**config.mk**
```make
export PLATFORM = sky130hd
export DESIGN_NAME = can_mode_seq
export DESIGN_NICKNAME = d
export VERILOG_FILES = /design/src/rtl/can_mode_pkg.sv /design/src/rtl/can_idle_detect.sv /design/src/rtl/can_submode_trk.sv /design/src/rtl/can_mode_seq.sv
export SDC_FILE = /design/constraint.sdc
export NUM_CORES = 1
export LEC_CHECK = 0
export ABC_AREA = 1
export BUFFER_PORTS_ARGS = -buffer_cell sky130_fd_sc_hd__clkbuf_2
export CELL_PAD_IN_SITES_DETAIL_PLACEMENT = 1
export CELL_PAD_IN_SITES_GLOBAL_PLACEMENT = 1
export CORE_ASPECT_RATIO = 0.75
export CORE_UTILIZATION = 36
export DETAILED_ROUTE_END_ITERATION = 6
export PLACE_DENSITY_LB_ADDON = 0.25
export SYNTH_ARGS = -nofsm -noshare
export SYNTH_HDL_FRONTEND = slang
export SYNTH_SLANG_ARGS = --single-unit
```
**constraint.sdc**
```tcl
create_clock -name clk -period 2.3 [get_ports clk]
set_clock_uncertainty 0.15 [all_clocks]
set_input_delay 0.115 -clock clk [delete_from_list [all_inputs] [get_ports clk]]
set_output_delay 0.115 -clock clk [all_outputs]
set_load 0.03 [all_outputs]
```
**src/rtl/can_mode_pkg.sv**
```systemverilog
package can_mode_pkg;

    typedef enum logic [1:0] {
        MODE_RESET   = 2'd0,
        MODE_OPER    = 2'd1,
        MODE_SLEEP   = 2'd2,
        MODE_IFSLEEP = 2'd3
    } mode_e;

    typedef enum logic [1:0] {
        SUB_IDLE = 2'd0,
        SUB_TX   = 2'd1,
        SUB_RX   = 2'd2
    } sub_e;

endpackage

```
**src/rtl/can_idle_detect.sv**
```systemverilog
module can_idle_detect #(
    parameter int IDLE_BITS = 11
) (
    input  logic clk,
    input  logic rst_n,
    input  logic run,
    input  logic bit_tick,
    input  logic bus_recessive,
    output logic active
);
    localparam int CNT_W = $clog2(IDLE_BITS + 1);

    typedef struct packed {
        logic [CNT_W-1:0] cnt;
        logic             act;
    } det_t;

    det_t st_d, st_q;

    always_comb begin
        st_d = st_q;
        if (!run) begin
            st_d.cnt = '0;
            st_d.act = 1'b0;
        end else if (!st_q.act && bit_tick) begin
            if (!bus_recessive) begin
                st_d.cnt = '0;
            end else if (st_q.cnt == CNT_W'(IDLE_BITS - 1)) begin
                st_d.cnt = '0;
                st_d.act = 1'b1;
            end else begin
                st_d.cnt = st_q.cnt + 1'b1;
            end
        end
    end

    always_ff @(posedge clk or negedge rst_n) begin
        if (!rst_n) st_q <= '0;
        else        st_q <= st_d;
    end

    assign active = st_q.act;

endmodule

```
**src/rtl/can_submode_trk.sv**
```systemverilog
module can_submode_trk
    import can_mode_pkg::*;
(
    input  logic clk,
    input  logic rst_n,
    input  logic enable,
    input  logic loopback,
    input  logic sof_det,
    input  logic tx_start,
    input  logic arb_lost,
    input  logic frame_done,
    output logic trm_state,
    output logic rec_state,
    output logic loop_rx
);
    typedef struct packed {
        sub_e sub;
        logic lrx;
    } trk_t;

    trk_t st_d, st_q;

    always_comb begin
        st_d = st_q;
        if (!enable) begin
            st_d.sub = SUB_IDLE;
        end else begin
            unique case (st_q.sub)
                SUB_IDLE: begin
                    if (tx_start)     st_d.sub = SUB_TX;
                    else if (sof_det) st_d.sub = SUB_RX;
                end
                SUB_TX: begin
                    if (arb_lost)        st_d.sub = SUB_RX;
                    else if (frame_done) st_d.sub = SUB_IDLE;
                end
                SUB_RX: begin
                    if (frame_done) st_d.sub = SUB_IDLE;
                end
                default: st_d.sub = SUB_IDLE;
            endcase
        end
        st_d.lrx = (st_d.sub == SUB_TX) && loopback;
    end

    always_ff @(posedge clk or negedge rst_n) begin
        if (!rst_n) st_q <= '{sub: SUB_IDLE, lrx: 1'b0};
        else        st_q <= st_d;
    end

    assign trm_state = (st_q.sub == SUB_TX);
    assign rec_state = (st_q.sub == SUB_RX);
    assign loop_rx   = st_q.lrx;

endmodule

```
**src/rtl/can_mode_seq.sv**
```systemverilog
module can_mode_seq
    import can_mode_pkg::*;
#(
    parameter int IDLE_BITS = 11
) (
    input  logic clk,
    input  logic rst_n,
    input  logic reset_req,
    input  logic sleep_req,
    input  logic ifsleep_req,
    input  logic loopback,
    input  logic bit_tick,
    input  logic bus_recessive,
    input  logic sof_det,
    input  logic tx_start,
    input  logic arb_lost,
    input  logic frame_done,
    input  logic bus_off,
    output logic mode_reset,
    output logic mode_sleep,
    output logic mode_ifsleep,
    output logic bus_active,
    output logic trm_state,
    output logic rec_state,
    output logic loop_rx,
    output logic core_clk_en,
    output logic cpu_if_clk_en
);
    typedef struct packed {
        mode_e mode;
    } seq_t;

    seq_t st_d, st_q;
    logic oper_next;

    always_comb begin
        st_d = st_q;
        unique case (st_q.mode)
            MODE_RESET: begin
                if (!reset_req) st_d.mode = sleep_req ? MODE_SLEEP : MODE_OPER;
            end
            MODE_OPER: begin
                if (reset_req || bus_off) st_d.mode = MODE_RESET;
            end
            MODE_SLEEP: begin
                if (!sleep_req)       st_d.mode = MODE_RESET;
                else if (ifsleep_req) st_d.mode = MODE_IFSLEEP;
            end
            MODE_IFSLEEP: begin
                if (!ifsleep_req) st_d.mode = MODE_SLEEP;
            end
            default: st_d.mode = MODE_RESET;
        endcase
    end

    always_ff @(posedge clk or negedge rst_n) begin
        if (!rst_n) st_q <= '{mode: MODE_RESET};
        else        st_q <= st_d;
    end

    assign oper_next = (st_d.mode == MODE_OPER);

    can_idle_detect #(.IDLE_BITS(IDLE_BITS)) u_idle (
        .clk           (clk),
        .rst_n         (rst_n),
        .run           (oper_next),
        .bit_tick      (bit_tick),
        .bus_recessive (bus_recessive),
        .active        (bus_active)
    );

    can_submode_trk u_sub (
        .clk        (clk),
        .rst_n      (rst_n),
        .enable     (oper_next && bus_active),
        .loopback   (loopback),
        .sof_det    (sof_det),
        .tx_start   (tx_start),
        .arb_lost   (arb_lost),
        .frame_done (frame_done),
        .trm_state  (trm_state),
        .rec_state  (rec_state),
        .loop_rx    (loop_rx)
    );

    assign mode_reset    = (st_q.mode == MODE_RESET);
    assign mode_sleep    = (st_q.mode == MODE_SLEEP);
    assign mode_ifsleep  = (st_q.mode == MODE_IFSLEEP);
    assign core_clk_en   = !(mode_sleep || mode_ifsleep);
    assign cpu_if_clk_en = !mode_ifsleep;

endmodule

```
==> impl_metrics.json <==
{
  "io_buffers": 21,
  "die_w_um": 50.95,
  "yosysSeqAreaShare_pct": 38.68,
  "clkTransAtPathRegs_ns": 0.08,
  "grt_pass1_vias": 668,
  "avgSynthCellArea_um2": 7.351,
  "final_common_cell": "clkbuf_2",
  "grt_max_degree": 11,
  "die_h_um": 38.71,
  "p_per_area_mw_per_mm2": 649.0,
  "syn_inst": 88,
  "yosys.area_share.adder_pct": 3.868,
  "ys_ff_latch": 10,
  "wl_per_cell_um": 12.81,
  "power_frac_comb_pct": 32.8,
  "drtIter0Drc": 14,
  "timing.final.max_slew_violations": 0,
  "fin_crit_ns": 1.494,
  "syn_to_final_growth_pct": 30.56,
  "io_pins": 22,
  "grt_pass1_wl_mm": 3.015,
  "insertion_delay_ns": 0.27,
  "cts_tree": "yes",
  "synth_xor_area_share_pct": 0,
  "seqPwrFrac_pct": 37.3,
  "path_max_fanout": 5,
  "cts_sinks": 10,
  "first_pass_iters": 4,
  "nets": 132,
  "p_clk_share_pct": 29.8,
  "max-vdd-ir-drop_mv": 0.3339,
  "syn-num-nets": 103,
  "drive_above_1_share_pct": 34.48,
  "dpl.hpwl_mm": 1.372,
  "dieArea_mm2": 0.001972,
  "busiest_layer": "met2",
  "synth_top_family_by_area": "simple AND/OR/NAND/NOR gates",
  "ys_warn_count": 0,
  "cap_violations": 0,
  "netSwitchingPower_w": 0.0002129,
  "num_antenna_cells": 0,
  "hold_viol": 0,
  "overflow": 0,
  "arrival_ns": 1.51,
  "swShare_pct": 38.84,
  "clockBufferDepth": 2,
  "worst_slew_pin_slew_ns": 0.3272,
  "layout_common_cells": "21 x clkbuf_2, 16 x nand2_1, 14 x inv_1",
  "met1_usage_pct": 29.59,
  "cts-resized-gates": 0,
  "setup_violations": 0,
  "met2_usage_pct": 35.20,
  "tns_ns": 0,
  "path_class": "flip-flop to flip-flop",
  "h-tree-depth": 1,
  "gr-usage-met3_pct": 5.882,
  "p_leak_nw": 0.5133,
  "gp_congestion": 0.8054,
  "numCtsBuffers": 3,
  "synth_cell_types": 18,
  "vias_per_cell": 4.847,
  "core_mm2": 0.001577,
  "rsz0062_at_grt": "no",
  "finalWirelength_mm": 1.755,
  "final_area_um2": 844.6,
  "synthSimpleGateAreaFrac_pct": 45.65,
  "ant_nets": 0,
  "fin_total_pwr_w": 0.0005482,
  "initial_core_util_pct": 41.03,
  "dpl_cell_area_um2": 778.2,
  "endpoint_kind": "flip-flop",
  "outcome": "finished clean",
  "fmax_ghz": 0.6692,
  "antenna_found_initial": 0,
  "power.internal_w": 0.0003353,
  "startpoint_type": "flip-flop",
  "vias": 664,
  "rows": 12,
  "cts-root-buf": "clkbuf_4",
  "hp-class": "primary input to flip-flop",
  "postCtsSetupBuffers": 0,
  "required_ns": 2.31,
  "slew_headroom_pct": 78.10,
  "syn-cell-area_um2": 646.9,
  "drc": 0,
  "grt.total_usage_pct": 21.88,
  "final.period_utilization_pct": 64.97,
  "yosys-mux-area-fraction_pct": 0,
  "synth_compound_area_share_pct": 1.547
}
cell type report:
| cell class | instances | area [um2] |
|---|---|---|
| Clock buffer | 4 | 36.28 |
| Fill cell | 211 | 732.0 |
| Inverter | 17 | 66.31 |
| Multi-Input combinational cell | 61 | 330.3 |
| Sequential cell | 10 | 250.2 |
| Tap cell | 21 | 26.28 |
| Timing Repair Buffer | 24 | 135.1 |
power by group through the flow:
| stage | Sequential [W] | Clock, W | Combinational [W] |
|---|---|---|---|
| 2_1_floorplan | 0.000202 | 0 | 0.000127 |
| 3_3_place_gp | 0.000205 | 0 | 0.000175 |
| 3_5_place_dp | 0.000208 | 0 | 0.000178 |
| 4_1_cts | 0.000204 | 0.000167 | 0.000183 |
| 5_1_grt | 0.000207 | 0.000176 | 0.000199 |
| 6_report | 0.000205 | 0.000163 | 0.000180 |
through the flow:
| stage | cells | util [%] | setup slack, ns | hold slack (ns) |
|---|---|---|---|---|
| final | 137 | 53.57 | 0.8056 | 0.07223 |
| after global routing | 137 | 53.57 | 0.6931 | 0.07870 |
| after CTS | 137 | 53.57 | 0.8098 | 0.06235 |
| after detailed placement | 130 | 49.37 | 0.8462 | -0.1453 |
| after global placement | 130 | 49.37 | 0.8987 | -0.1553 |
| after floorplan | 88 | - | 0.8939 | -0.3306 |
synth_stat cells:
library cell,instances,area [um2]
and3_1,1,6.260
dfrtp_1,10,250.2
ha_1,2,25.02
inv_1,14,52.55
inv_2,2,7.510
inv_4,1,6.260
nand2_1,16,60.06
nand2_2,5,31.28
nand2_4,1,11.26
nand3_1,8,40.04
nand3_4,1,17.52
nand3b_1,1,7.510
nand4_1,6,37.54
nor2_1,12,45.04
nor2_2,3,18.77
nor3b_1,1,7.510
o21ai_0,2,10.01
or2_2,2,12.51
critical path: stages, from the launching register on:
cell and delay [ns]:
dfrtp_1 0.45, ha_1 0.23, or2_2 0.27, nand3_1 0.09
nor2_1 0.06, nand3_1 0.08, nand2_1 0.06
cell families after synthesis:
group / after synthesis
buf+inv: 17
fa+ha+maj: 2
simple gates: 57
compound gates: 2
flops: 10
layer usage:
metal	routed length, um	vias up
met5	0	-
met4	6	0
met3	70	2
met2	823	13
met1	855	320
li1	-	329
sequential cells by signal, indices dropped and copies added (netlist names):
signal	flops
u_idle.active	1
u_sub.st_q	2
st_q	2
u_sub.loop_rx	1
u_idle.st_q	4
final timing paths:
kind / startpoint / end / slack (ns) / depth (start not counted)
worst max-delay path: u_idle.st_q[2] / u_idle.st_q[3] / 0.81 / 6
worst min-delay path: bus_off / st_q[0] / 0.07 / 4
worst max register to register: u_idle.st_q[2] / u_idle.st_q[3] / 0.81 / 6
min in group asynchronous: rst_n / u_idle.active / 0.09 / 2
max in group asynchronous: rst_n / st_q[1] / 1.70 / 2
worst min register to register: u_idle.st_q[4] / u_idle.st_q[4] / 0.45 / 2
repair_timing:
action,4_1_cts,5_1_grt
hold endpoints to repair,12,0
hold buffers,3,0
endpoints found under the setup margin,0,0
(Power assumes the default switching activity.)
